==> config.mk <==
export PLATFORM = sky130hd
export DESIGN_NAME = div_trap_unit
export DESIGN_NICKNAME = d
export VERILOG_FILES = /design/src/rtl/div_pkg.sv /design/src/rtl/div_ctrl.sv /design/src/rtl/div_datapath.sv /design/src/rtl/div_trap_unit.sv
export SDC_FILE = /design/constraint.sdc
export NUM_CORES = 1
export LEC_CHECK = 0
export BUFFER_PORTS_ARGS = -buffer_cell sky130_fd_sc_hd__buf_4
export CELL_PAD_IN_SITES_DETAIL_PLACEMENT = 0
export CELL_PAD_IN_SITES_GLOBAL_PLACEMENT = 1
export CORE_MARGIN = 2
export CORE_UTILIZATION = 41
export CTS_BUF_LIST = sky130_fd_sc_hd__clkbuf_4
export CTS_CLUSTER_DIAMETER = 100
export CTS_CLUSTER_SIZE = 20
export DETAILED_ROUTE_END_ITERATION = 16
export GPL_TIMING_DRIVEN = 0
export PLACE_DENSITY = 0.78
export RECOVER_POWER = 100
export SETUP_SLACK_MARGIN = 0.02
export SYNTH_ARGS = -nofsm -noshare
export SYNTH_HDL_FRONTEND = slang
export SYNTH_SLANG_ARGS = --single-unit
==> constraint.sdc <==
create_clock -name clk -period 3.6 [get_ports clk]
set_input_delay 0.72 -clock clk [delete_from_list [all_inputs] [get_ports clk]]
set_output_delay 0.72 -clock clk [all_outputs]
set_load 0.05 [all_outputs]
==> src/rtl/div_pkg.sv <==
package div_pkg;

  typedef enum logic [1:0] {
    ST_IDLE,
    ST_ITER,
    ST_FIX
  } divState_t;

  // strobes from control to datapath
  typedef struct packed {
    logic load;      // accept with non-zero divisor
    logic zero;      // accept with zero divisor
    logic step;      // one shift-subtract iteration
    logic fix;       // sign correction and result register
  } divStrobe_t;

endpackage

==> src/rtl/div_ctrl.sv <==
module div_ctrl
  import div_pkg::*;
#(
  parameter int DATA_W = 32,
  parameter int CAUSE_W = 5,
  parameter logic [CAUSE_W-1:0] CAUSE_DIVZERO = 5
) (
  input  logic               clk,
  input  logic               rstN,
  input  logic               startReq,
  input  logic               divisorZero,
  input  logic               excEnable,
  input  logic               dzExcMask,
  output divStrobe_t         strobe,
  output logic               busy,
  output logic               done,
  output logic               excReq,
  output logic [CAUSE_W-1:0] excCause
);

  localparam int CNT_W = $clog2(DATA_W);
  localparam logic [CNT_W-1:0] LAST_STEP = CNT_W'(DATA_W - 1);

  divState_t state;
  logic [CNT_W-1:0] stepCnt;
  logic accept;
  logic trapNow;

  assign accept  = startReq && (state == ST_IDLE);
  assign trapNow = accept && divisorZero && excEnable && !dzExcMask;

  always_comb begin
    strobe      = '0;
    strobe.load = accept && !divisorZero;
    strobe.zero = accept && divisorZero;
    strobe.step = (state == ST_ITER);
    strobe.fix  = (state == ST_FIX);
  end

  assign busy = (state != ST_IDLE);

  always_ff @(posedge clk) begin
    if (!rstN) begin
      state    <= ST_IDLE;
      stepCnt  <= '0;
      done     <= 1'b0;
      excReq   <= 1'b0;
      excCause <= '0;
    end else begin
      done     <= strobe.fix || strobe.zero;
      excReq   <= trapNow;
      excCause <= trapNow ? CAUSE_DIVZERO : '0;
      unique case (state)
        ST_IDLE: begin
          stepCnt <= '0;
          if (strobe.load) state <= ST_ITER;
        end
        ST_ITER: begin
          stepCnt <= stepCnt + 1'b1;
          if (stepCnt == LAST_STEP) state <= ST_FIX;
        end
        ST_FIX:  state <= ST_IDLE;
        default: state <= ST_IDLE;
      endcase
    end
  end

endmodule

==> src/rtl/div_datapath.sv <==
module div_datapath
  import div_pkg::*;
#(
  parameter int DATA_W = 32
) (
  input  logic              clk,
  input  logic              rstN,
  input  divStrobe_t        strobe,
  input  logic              signedMode,
  input  logic [DATA_W-1:0] dividend,
  input  logic [DATA_W-1:0] divisor,
  output logic              divisorZero,
  output logic [DATA_W-1:0] quotient,
  output logic              divZeroFlag
);

  localparam int MSB = DATA_W - 1;

  logic [DATA_W-1:0] remReg;
  logic [DATA_W-1:0] quoReg;
  logic [DATA_W-1:0] divsAbs;
  logic              negQ;

  logic              aNeg, bNeg;
  logic [DATA_W-1:0] absA, absB;
  logic [DATA_W:0]   shifted;
  logic [DATA_W:0]   diff;

  assign divisorZero = (divisor == '0);

  assign aNeg = signedMode && dividend[MSB];
  assign bNeg = signedMode && divisor[MSB];
  assign absA = aNeg ? (~dividend + 1'b1) : dividend;
  assign absB = bNeg ? (~divisor + 1'b1) : divisor;

  assign shifted = {remReg, quoReg[MSB]};
  assign diff    = shifted - {1'b0, divsAbs};

  always_ff @(posedge clk) begin
    if (!rstN) begin
      remReg      <= '0;
      quoReg      <= '0;
      divsAbs     <= '0;
      negQ        <= 1'b0;
      quotient    <= '0;
      divZeroFlag <= 1'b0;
    end else begin
      if (strobe.load) begin
        remReg      <= '0;
        quoReg      <= absA;
        divsAbs     <= absB;
        negQ        <= aNeg ^ bNeg;
        divZeroFlag <= 1'b0;
      end
      if (strobe.zero) begin
        quotient    <= '0;
        divZeroFlag <= 1'b1;
      end
      if (strobe.step) begin
        if (!diff[DATA_W]) begin
          remReg <= diff[DATA_W-1:0];
          quoReg <= {quoReg[MSB-1:0], 1'b1};
        end else begin
          remReg <= shifted[DATA_W-1:0];
          quoReg <= {quoReg[MSB-1:0], 1'b0};
        end
      end
      if (strobe.fix) begin
        quotient <= negQ ? (~quoReg + 1'b1) : quoReg;
      end
    end
  end

endmodule

==> src/rtl/div_trap_unit.sv <==
module div_trap_unit
  import div_pkg::*;
#(
  parameter int DATA_W = 32,
  parameter int CAUSE_W = 5,
  parameter logic [CAUSE_W-1:0] CAUSE_DIVZERO = 5
) (
  input  logic               clk,
  input  logic               rstN,
  input  logic               startReq,
  input  logic               signedMode,
  input  logic [DATA_W-1:0]  dividend,
  input  logic [DATA_W-1:0]  divisor,
  input  logic               excEnable,
  input  logic               dzExcMask,
  output logic               busy,
  output logic               done,
  output logic [DATA_W-1:0]  quotient,
  output logic               divZeroFlag,
  output logic               excReq,
  output logic [CAUSE_W-1:0] excCause
);

  divStrobe_t strobe;
  logic divisorZero;

  div_ctrl #(
    .DATA_W(DATA_W),
    .CAUSE_W(CAUSE_W),
    .CAUSE_DIVZERO(CAUSE_DIVZERO)
  ) u_ctrl (
    .clk(clk),
    .rstN(rstN),
    .startReq(startReq),
    .divisorZero(divisorZero),
    .excEnable(excEnable),
    .dzExcMask(dzExcMask),
    .strobe(strobe),
    .busy(busy),
    .done(done),
    .excReq(excReq),
    .excCause(excCause)
  );

  div_datapath #(
    .DATA_W(DATA_W)
  ) u_dp (
    .clk(clk),
    .rstN(rstN),
    .strobe(strobe),
    .signedMode(signedMode),
    .dividend(dividend),
    .divisor(divisor),
    .divisorZero(divisorZero),
    .quotient(quotient),
    .divZeroFlag(divZeroFlag)
  );

endmodule

==> results of run 1 <==
==> cell families (layout without fill, tap and decap cells) <==
logic type | after synthesis | in the layout | synth area share, %
other | 1 | 4 | 0.0405
XOR/XNOR | 118 | 118 | 11.2
multiplexers | 31 | 31 | 3.36
adder cells (fa/ha/maj) | 38 | 38 | 5.22
flip-flops | 139 | 139 | 30.1
buffers and inverters | 113 | 258 | 5.55
AO/OA/AOI/OAI | 331 | 331 | 24.8
AND/OR/NAND/NOR | 379 | 379 | 19.8
==> cell usage after synthesis, types with 5 or more instances <==
library cell,number
a21boi_0,32
a21o_1,19
a21oi_1,65
a221oi_1,13
a221oi_2,7
a22oi_1,25
and2_1,20
and3_1,9
buf_2,5
buf_4,12
buf_6,5
clkbuf_1,38
dfxtp_1,139
ha_1,37
inv_1,49
mux2i_1,31
nand2_1,145
nand2b_1,14
nand3_1,31
nor2_1,66
nor2b_1,39
nor3_1,12
nor4_1,9
o211a_1,27
o21ai_0,72
o21ai_1,14
o31ai_1,17
o41ai_1,8
or3_1,13
or4_1,6
xnor2_1,65
xor2_1,53
==> worst register-to-register path: stages, from the launching register on <==
cell and delay [ps]:
dfxtp_2 360, inv_1 70, ha_1 160, inv_1 60
fa_2 370, a211o_1 340, a211o_1 300, nand2_1 90
a31o_4 190, o21ai_2 120, a221o_1 400, xor2_4 180
buf_12 150, bufbuf_16 260, mux2i_1 160, o21ai_0 90
==> metrics by stage <==
| step | hold WS, ps | cells | util (%) |
|---|---|---|---|
| after floorplan | 440 | 1152 | - |
| after global placement | 449 | 1538 | 47.4 |
| after detailed placement | 458 | 1538 | 47.4 |
| after CTS | 244 | 1575 | 49.4 |
| after global routing | 240 | 1578 | 48.6 |
| final | 275 | 1578 | 48.6 |
==> area by class of cell <==
class | instances | area [um^2] | share of cell area, %
clock buffer | 18 | 135 | 1.27
buffer | 64 | 347 | 3.25
clock inverter | 14 | 170 | 1.59
multi-input combinational | 900 | 5970 | 55.9
timing repair buffer | 113 | 739 | 6.93
antenna | 1 | 2.50 | 0.0234
sequential | 139 | 2780 | 26.1
inverter | 49 | 184 | 1.72
tap | 280 | 350 | 3.28
==> power by group through the flow <==
stage                     logic, mW  registers, mW  clock network, mW
after floorplan                1.36           1.74                  0
final                          2.01           1.73               1.12
after global placement         1.79           1.76                  0
after CTS                      2.01           1.73               1.14
after global routing           2.21           1.75               1.20
after detailed placement       1.80           1.76                  0
==> state kept, by name, summed over array words and instances, names as in the netlist <==
| signal | count |
|---|---|
| u_dp.remReg | 32 |
| u_dp.quoReg | 32 |
| u_dp.divsAbs | 32 |
| u_dp.quotient | 32 |
| u_dp.divZeroFlag | 1 |
| u_ctrl.done | 1 |
| u_ctrl.excCause | 1 |
| u_dp.negQ | 1 |
| u_ctrl.state | 2 |
| u_ctrl.stepCnt | 5 |
==> routing by layer <==
layer,share of wire (%),track usage [%],routed length (um),vias up
li1,-,-,-,4335
met1,51,34.0,13800,3988
met2,43,34.0,11500,206
met3,4.8,3.31,1280,23
met4,1.3,4.85,340,0
met5,0,0,0,-
==> worst min-delay path by stage <==
stage	start	end	slack, ps	cells after the start
floorplan	u_dp.remReg[31]$_SDFFE_PN0P_	u_dp.remReg[31]$_SDFFE_PN0P_	440	2
global placement	u_dp.remReg[31]$_SDFFE_PN0P_	u_dp.remReg[31]$_SDFFE_PN0P_	450	2
detailed placement	u_dp.remReg[31]$_SDFFE_PN0P_	u_dp.remReg[31]$_SDFFE_PN0P_	460	2
CTS	dzExcMask	u_ctrl.excCause[0]$_SDFF_PN0_	240	2
global route	dzExcMask	u_ctrl.excCause[0]$_SDFF_PN0_	240	2
finish	dzExcMask	u_ctrl.excCause[0]$_SDFF_PN0_	280	2
==> what timing repair did <==
item	in CTS	in global routing
pin swaps	1	3
endpoints found under the hold margin	0	0
hold buffers	0	0
setup endpoints to repair	33	30
gates resized for setup	13	4
gates cloned	1	0
buffers inserted	4	2
==> reports/qor.csv, run 1 <==
stage,metric,value,unit
timing,Slew Limit Fails,0,
setup_path,crit path DAT,3930,ps
setup_path,Worst Path Max Fanout,10,
cells_and_area,layout net count,1392,
yosys,number of enable flip-flop cells after synthesis,0,
yosys,"FF+latch count, synth",139,
cells_and_area,"Area growth, synth to finish",15.4,%
setup_path,CP Class,in -> reg,
timing,Fin. Hold Viols,0,
clock_tree,CTS max path bufs,2,
yosys,sequential fraction of the synthesis area,30.1,%
yosys,YS warnings,0,
power,cell-internal power,3.08,mW
cells_and_area,fraction of layout cells with a size suffix above 1,10.9,%
setup_path,CP Cell Sequence,"clkbuf_1, or4_4, or3_1, or3_1, or3_1, clkbuf_1, o311ai_4, buf_4, clkbuf_4, clkbuf_2, nand2_1, o211a_1",
die,Die ar.,23800,um^2
timing,Final period util,96.2,%
setup_path,RR Endpoint,u_dp.remReg[13]$_SDFFE_PN0P_,
clock_tree,total CTS buffers,17,
power,pwr dens,455,nW/um^2
die,core region area,22000,um^2
power,Logic pwr share,41.4,%
timing,"crit path setup slack, layout",136,ps
route,Vias/cell,5.42,
setup_path,Crit path largest cell delay,540,ps
die,Die Y-Extent,154,um
route,post-route ant nets,0,
grt,gr usage total,22.6,%
grt,first-pass GRT wire length,42700,um
setup_path,Reg2Reg Depth,15,
grt,initial antenna violation count,1,
timing,Tmin final,3460,ps
yosys,Post-synth top flop,dfxtp_1,
setup_path,Critical Path End,u_dp.divsAbs[7]$_SDFFE_PN0P_,
power,clock network power share,23.0,%
power,Peak VDD IR,0.192,mV
power,Sw Ratio,36.6,%
timing,Setup TNS,0,ps
yosys,syn avg cell area,8.04,um^2
grt,largest net degree at the start of global routing,17,
setup_path,Worst Path Buf+Inv,5,
clock_tree,Sink Count,139,
timing,final setup fails,0,
clock_tree,clk_lat worst skew,580,ps
timing,Fmax achieved,289,MHz
die,FP Rows,54,
setup_path,CP Depth,12,
clock_tree,CTS HTree Levels,4,
die,Die X,154,um
route,drt wl/cell,17.0,um
die,Starting Density,42.1,%
clock_tree,CTS tree,done,
power,total power draw,4.86,mW
yosys,library cells used by synthesis,61,
setup_path,"delay-heaviest family, CP",simple AND/OR/NAND/NOR gates,
placement,Place WS,-824,ps
outcome,status,finished clean,
setup_path,crit path from,divisor[20],
placement,port buffer count,106,
yosys,"area leader, netlist",dfxtp_1,
run,Max-cap violations,0,
placement,dpl cell area,10400,um^2
cells_and_area,cell area after layout,10700,um^2
cells_and_area,"commonest cells after routing, fill and taps aside","145 x nand2_1, 138 x dfxtp_1, 83 x o21ai_0",
route,Initial DRC Count,480,
die,Top-Level Pins,111,
yosys,Synth Instances,1150,
setup_path,FF-to-FF setup slack,180,ps
grt,vias in the first global route,7933,
timing,Slew headroom,48.8,%
route,Remaining DRCs,0,
timing,slew at the pin with the worst max-slew slack,766,ps
hold_path,worst min path class,in -> reg,
yosys,post-synthesis cell area,9250,um^2
timing,RSZ-0062 raised after global routing,no,
setup_path,Worst setup EP type,flip-flop,
route,vias,8552,
cells_and_area,FILL cells,2249,
yosys,ys async rst share,0,%
power,Sw Pwr,1.78,mW
clock_tree,Worst-path clk slew,140,ps
setup_path,CP startpoint kind,primary input,
cells_and_area,"commonest non-fill, non-tap cell in the layout",nand2_1,
route,Routed Wire Length,26900,um
setup_path,Slowest cell on crit path,or4_4,
route,DR pass1 iterations,6,
placement,DP HPWL,21100,um
yosys,top post-synthesis cells by area,"dfxtp_1 30%, xnor2_1 6.2%, nand2_1 5.9%, xor2_1 5.0%, ha_1 5.0%",
placement,RePlAce Congestion,0.843,
setup_path,RR Startpoint,u_dp.quoReg[31]$_SDFFE_PN0P_,
clock_tree,clk root buf,clkbuf_4,
power,leak pwr,4.38,nW
yosys,share of the synthesized area in the top cell type,30.1,%
power,Flop pwr share,35.6,%
setup_path,WP data required,4070,ps
timing,clk_skew,20.1,ps
setup_path,Crit path top cell by count,or3_1,
grt,gr ovfl total,0,
Note: power is estimated with default switching activity, not from simulation.
==> inputs of run 2 (changes only) <==
SETUP_SLACK_MARGIN = 0.4   (was 0.02)
==> run 2 against run 1 <==
Effect of this change: setup slack better by 72 ps; global-route usage up 0.23 points; maximum frequency up 2.1%; register-to-register slack better by 30 ps; sequential share of layout area down 0.66 points; via count up 1.7%; combinational power up 9%; first-iteration DRC count up 18%; routed wire length up 1.7%; total power up 1.9%; non-clock buffer count up 17; die area unchanged; largest cell class unchanged.
==> reports/qor.csv, run 2 (synthesized netlist as in run 1, its figures left out) <==
stage,metric,value,unit,change
outcome,status,finished clean,,
power,Logic pwr share,44.5,%,+3.1 points
timing,Fin. Hold Viols,0,,unchanged
route,DR pass1 iterations,8,,+2
setup_path,RR Endpoint,u_dp.remReg[13]$_SDFFE_PN0P_,,
power,cell-internal power,3.05,mW,-1.1%
power,leak pwr,4.49,nW,+2.4%
power,Flop pwr share,35.0,%,-0.6 points
cells_and_area,Layout Cells excl Fill,1595,,+1.1%
die,Die X,154,um,unchanged
timing,final setup fails,0,,unchanged
hold_path,WHS Endpoint,u_ctrl.excCause[0]$_SDFF_PN0_,,
clock_tree,Sink Count,139,,unchanged
route,Vias/cell,5.46,,+0.66%
clock_tree,CTS HTree Levels,4,,unchanged
die,Starting Density,42.1,%,unchanged
route,Routed Wire Length,27300,um,+1.7%
setup_path,Worst setup EP type,flip-flop,,
run,Max-cap violations,0,,unchanged
placement,placed insts,1538,,unchanged
power,Sw Pwr,1.90,mW,+7.0%
timing,"crit path setup slack, layout",208,ps,+71.9 ps
die,FP Rows,54,,unchanged
die,Die Y-Extent,154,um,unchanged
cells_and_area,"commonest non-fill, non-tap cell in the layout",nand2_1,,
clock_tree,total CTS buffers,17,,unchanged
cells_and_area,cell area after layout,11000,um^2,+2.6%
cells_and_area,fraction of layout cells with a size suffix above 1,13.3,%,+2.4 points
clock_tree,CTS tree,done,,
power,pwr dens,452,nW/um^2,-0.73%
route,vias,8701,,+1.7%
clock_tree,Worst-path clk slew,150,ps,about the same
placement,RePlAce Congestion,0.835,,-0.97%
setup_path,crit path DAT,3840,ps,-90 ps
setup_path,Worst Path Buf+Inv,4,,-1
timing,Slew Limit Fails,0,,unchanged
setup_path,FF-to-FF setup slack,210,ps,+30 ps
timing,clk_skew,20.4,ps,+0.340 ps
grt,vias in the first global route,7992,,+0.74%
grt,gr usage total,22.8,%,+0.23 points
die,core region area,22000,um^2,unchanged
hold_path,hold path cells,2,,unchanged
placement,Place WS,-504,ps,+321 ps
clock_tree,clk_lat worst skew,590,ps,about the same
setup_path,CP startpoint kind,flip-flop,,
grt,largest net degree at the start of global routing,17,,unchanged
route,drt wl/cell,17.1,um,+0.63%
setup_path,"delay-heaviest family, CP",compound AO/OA/AOI/OAI gates,,
setup_path,Reg2Reg Depth,15,,unchanged
setup_path,WP data required,4050,ps,-20 ps
die,Die ar.,23800,um^2,unchanged
placement,DP HPWL,20800,um,-1.3%
route,Initial DRC Count,566,,+18%
setup_path,Worst Path Max Fanout,8,,-2
hold_path,Hold Startpoint,dzExcMask,,
setup_path,Slowest cell on crit path,fa_2,,
setup_path,RR Startpoint,u_dp.quoReg[31]$_SDFFE_PN0P_,,
timing,Tmin final,3390,ps,-71.9 ps
timing,Slew headroom,54.7,%,+5.9 points
grt,initial antenna violation count,1,,unchanged
grt,first-pass GRT wire length,42900,um,+0.50%
setup_path,CP Cell Sequence,"inv_1, ha_4, inv_2, fa_2, a211o_1, a211o_1, nand2_2, a31o_1, o21ai_4, a221o_1, xor2_4, buf_12, buf_12, mux2i_1, o21ai_1",,
setup_path,CP Class,reg -> reg,,
timing,Fmax achieved,295,MHz,+2.1%
route,post-route ant nets,0,,unchanged
grt,gr ovfl total,0,,unchanged
clock_tree,CTS max path bufs,2,,unchanged
cells_and_area,"Area growth, synth to finish",18.5,%,
route,Remaining DRCs,0,,unchanged
placement,port buffer count,106,,unchanged
timing,Final period util,94.2,%,-2.0 points
cells_and_area,"commonest cells after routing, fill and taps aside","144 x nand2_1, 137 x dfxtp_1, 88 x buf_4",,
placement,dpl cell area,10400,um^2,+0.19%
clock_tree,clk root buf,clkbuf_4,,
timing,RSZ-0062 raised after global routing,yes,,
hold_path,worst min path class,in -> reg,,
power,Peak VDD IR,0.188,mV,-1.6%
power,Sw Ratio,38.5,%,+1.9 points
die,Top-Level Pins,111,,unchanged
cells_and_area,layout net count,1409,,+1.2%
power,clock network power share,20.5,%,-2.5 points
setup_path,Crit path largest cell delay,390,ps,-150 ps
timing,WHS,264,ps,-10.8 ps
timing,slew at the pin with the worst max-slew slack,682,ps,-84.1 ps
[run 2: cell types whose count changed in the layout (fill, tap and decap cells not counted), moves of 3 or more]
cell | previous run | this run
o21ai_0 | 83 | 68
o21ai_1 | 2 | 15
inv_6 | 2 | 8
buf_6 | 5 | 10
clkbuf_2 | 5 | 1
buf_4 | 78 | 88
or3_1 | 13 | 10
clkinv_4 | 3 | 0
or3_4 | 0 | 3
[run 2: worst max path at each step]
stage | start | end | slack (ps) | cells after the start
4_1_cts | u_dp.quoReg[31]$_SDFFE_PN0P_ | u_dp.remReg[14]$_SDFFE_PN0P_ | 320 | 15
2_1_floorplan | divisor[20] | u_dp.quoReg[16]$_SDFFE_PN0P_ | 130 | 10
3_3_place_gp | divisor[20] | u_dp.remReg[30]$_SDFFE_PN0P_ | -470 | 12
5_1_grt | u_dp.quoReg[31]$_SDFFE_PN0P_ | u_dp.remReg[19]$_SDFFE_PN0P_ | 120 | 15
3_5_place_dp | divisor[20] | u_dp.remReg[6]$_SDFFE_PN0P_ | -500 | 12
6_report | u_dp.quoReg[31]$_SDFFE_PN0P_ | u_dp.remReg[13]$_SDFFE_PN0P_ | 210 | 15
[run 2: layer usage]
layer	track usage, %	vias to the layer above	routed length [um]
met3	3.22	23	1460
met5	0	-	0
met4	5.47	0	336
met2	34.2	209	11800
met1	34.3	4094	13800
li1	-	4375	-
[run 2: timing repair]
item,CTS,global route
endpoints found under the setup margin,95,92
cloned,2,3
pin swaps,8,12
hold buffers,0,0
buffers inserted,11,8
gates resized for setup,31,56
[run 2: layout make-up]
class                           count  area [um^2]
Clock inverter                     15          136
Antenna cell                        1         2.50
Fill cell                        2195        11000
Multi-Input combinational cell    900         6080
Tap cell                          280          350
Inverter                           49          184
Buffer                             64          402
Timing Repair Buffer              130          890
Sequential cell                   139         2790
Clock buffer                       17          128
[run 2: through the flow]
step / utilization [%] / total power, mW / TNS [ps]
CTS: 49.7 / 4.84 / 0
global placement: 47.5 / 3.56 / -38420
detailed placement: 47.5 / 3.57 / -41110
finish: 49.9 / 4.95 / 0
floorplan: - / 3.10 / 0
global route: 49.9 / 5.25 / 0
[run 2: worst reg2reg max path, delay by kind of cell, from the launching register on]
kind,cells,cell delay (ps)
compound gates,6,1420
xor+xnor,1,170
fa+ha+maj,2,530
buf+inv,4,460
flops,1,350
mux,1,230
simple gates,1,80
[run 2: power by group through the flow]
stage / Clock [mW] / Sequential, mW / Combinational [mW]
floorplan: 0 / 1.74 / 1.36
global placement: 0 / 1.76 / 1.80
detailed placement: 0 / 1.77 / 1.80
CTS: 1.03 / 1.73 / 2.08
global route: 1.10 / 1.75 / 2.40
finish: 1.01 / 1.73 / 2.20
==> inputs of run 3 (changes only) <==
CORE_UTILIZATION = 45   (was 41)
PLACE_DENSITY = 0.81   (was 0.78)
RECOVER_POWER = not set   (was 100)
clock period = 3.4 ns   (was 3.6 ns; I/O delays follow)
==> run 3 against run 2 <==
Effect of this change: hold slack got worse by 44 ps; largest cell class unchanged; die area fell by 8.7%; critical path depth did not move; highest routed layer unchanged; critical endpoint is now u_dp.remReg[2]$_SDFFE_PN0P_; routed wire length rose by 2.5%.
==> reports/qor.csv, run 3 (synthesized netlist as in run 1, its figures left out) <==
stage,metric,value,unit,change
setup_path,CP startpoint kind,flip-flop,,
power,pwr dens,446,nW/um^2,-1.4%
grt,vias in the first global route,8326,,+4.2%
route,post-route ant nets,0,,unchanged
clock_tree,clk root buf,clkbuf_4,,
power,leak pwr,5.04,nW,+12%
placement,DP HPWL,20600,um,-0.98%
timing,Fmax achieved,313,MHz,+6.2%
setup_path,Crit path largest cell delay,390,ps,about the same
die,core region area,20200,um^2,-7.9%
setup_path,Worst setup EP type,flip-flop,,
cells_and_area,storage element area,2790,um^2,about the same
die,Die Y-Extent,147,um,-4.4%
route,Routed Wire Length,28000,um,+2.5%
timing,WHS,220,ps,-44.2 ps
setup_path,Slowest cell on crit path,a221o_1,,
setup_path,crit path DAT,3650,ps,-190 ps
timing,Fin. Hold Viols,0,,unchanged
cells_and_area,layout net count,1431,,+1.6%
timing,Final period util,94.0,%,-0.25 points
setup_path,WP data required,3860,ps,-190 ps
die,Starting Density,45.7,%,+3.6 points
cells_and_area,"Area growth, synth to finish",30.7,%,
timing,Slew headroom,51.2,%,-3.5 points
power,Peak VDD IR,0.222,mV,+18%
cells_and_area,"commonest non-fill, non-tap cell in the layout",dfxtp_1,,
clock_tree,Worst-path clk slew,150,ps,about the same
outcome,status,finished clean,,
clock_tree,Sink Count,139,,unchanged
cells_and_area,"commonest cells after routing, fill and taps aside","135 x dfxtp_1, 125 x buf_4, 121 x nand2_1",,
hold_path,hold path cells,2,,unchanged
grt,gr ovfl total,0,,unchanged
clock_tree,clk_lat worst skew,590,ps,about the same
grt,gr usage total,25.4,%,+2.6 points
setup_path,Worst Path Max Fanout,10,,+2
grt,largest net degree at the start of global routing,17,,unchanged
clock_tree,CTS max path bufs,2,,unchanged
cells_and_area,Multi-input gate area,6550,um^2,+7.7%
timing,clk_skew,25.4,ps,+4.95 ps
timing,Tmin final,3190,ps,-197 ps
cells_and_area,FILL cells,1843,,-16%
route,Vias/cell,5.50,,+0.88%
run,Max-cap violations,0,,unchanged
clock_tree,total CTS buffers,17,,unchanged
route,Remaining DRCs,0,,unchanged
grt,initial antenna violation count,1,,unchanged
setup_path,CP Cell Sequence,"inv_2, ha_4, inv_2, fa_2, a211o_1, a211o_1, nand2_1, a31o_4, o21ai_4, a221o_1, xor2_4, buf_12, buf_12, mux2i_1, o21ai_1",,
die,Top-Level Pins,111,,unchanged
die,Die ar.,21700,um^2,-8.7%
grt,first-pass GRT wire length,43800,um,+2.2%
timing,final setup fails,0,,unchanged
cells_and_area,fraction of layout cells with a size suffix above 1,25.1,%,+12 points
die,Die X,147,um,-4.4%
hold_path,worst min path class,in -> reg,,
placement,RePlAce Congestion,0.931,,+12%
timing,Setup TNS,0,ps,unchanged
timing,Slew Limit Fails,0,,unchanged
clock_tree,CTS tree,done,,
setup_path,Reg2Reg Depth,15,,unchanged
route,vias,8844,,+1.6%
route,Initial DRC Count,501,,-11%
clock_tree,CTS HTree Levels,4,,unchanged
timing,RSZ-0062 raised after global routing,yes,,
clock_tree,Post-CTS Hold Buffers,0,,unchanged
route,drt wl/cell,17.4,um,+1.7%
route,DR pass1 iterations,5,,-3
setup_path,CP Class,reg -> reg,,
timing,slew at the pin with the worst max-slew slack,729,ps,+46.9 ps
die,FP Rows,52,,-3.7%
placement,port buffer count,106,,unchanged
==> run 3: changes by cell type in the layout (fill, tap and decap cells not counted), moves of 17 or more <==
cell	change
nand2_1	-23
buf_4	+37
o21ai_1	+17
clkbuf_1	-48
==> run 3: final timing paths <==
kind	slack (ps)	start	endpoint
max	210	u_dp.quoReg[31]$_SDFFE_PN0P_	u_dp.remReg[2]$_SDFFE_PN0P_
min	220	dzExcMask	u_ctrl.excCause[0]$_SDFF_PN0_
max reg2reg	210	u_dp.quoReg[31]$_SDFFE_PN0P_	u_dp.remReg[2]$_SDFFE_PN0P_
min reg2reg	480	u_dp.quotient[0]$_SDFFE_PN0P_	u_dp.quotient[0]$_SDFFE_PN0P_
==> run 3: through the flow <==
stage	std cells	power, mW	utilization (%)	setup WS [ps]	instance area (um^2)
floorplan	1152	3.29	-	-28.4	9280
global placement	1528	3.76	51.5	-638	10400
detailed placement	1528	3.78	51.5	-659	10400
CTS	1596	5.26	57.4	167	11600
global route	1607	5.70	59.8	106	12100
finish	1607	5.39	59.8	205	12100
==> run 3: cell type report <==
cell class | count | area share [%]
clock buffer | 17 | 1.06
multi-input combinational | 900 | 54.2
tap | 270 | 2.79
antenna | 1 | 0.0207
inverter | 49 | 1.52
sequential | 139 | 23.1
buffer | 64 | 4.27
clock inverter | 15 | 1.28
timing repair buffer | 152 | 11.8
==> run 3: what timing repair did <==
action / in CTS / in global routing
setup endpoints to repair: 114 / 130
pin swaps: 44 / 30
gates resized for setup: 141 / 106
setup buffers: 28 / 5
cloned: 8 / 5
==> run 3: report_power, final <==
part | internal [mW] | switching, mW
clock network | 0.391 | 0.724
logic | 1.17 | 1.26
registers | 1.74 | 0.110
total | 3.30 | 2.09
==> run 3: layer usage <==
layer	share of wire [%]	global-route usage (%)	routed length, um
met1	50	37.7	14000
met2	44	38.7	12300
met3	4.8	4.07	1340
met4	1.1	5.58	310
met5	0	0	0
==> run 3: worst max-delay path: cells and delay by family, from the launching register on <==
kind,cells,cell delay (ps)
and+or+nand+nor,1,90
xor gates and xnor gates,1,180
muxes,1,220
buffers and inverters,4,420
adders and majority gates,2,460
AOI/OAI and AO/OA,6,1330
DFF,1,350
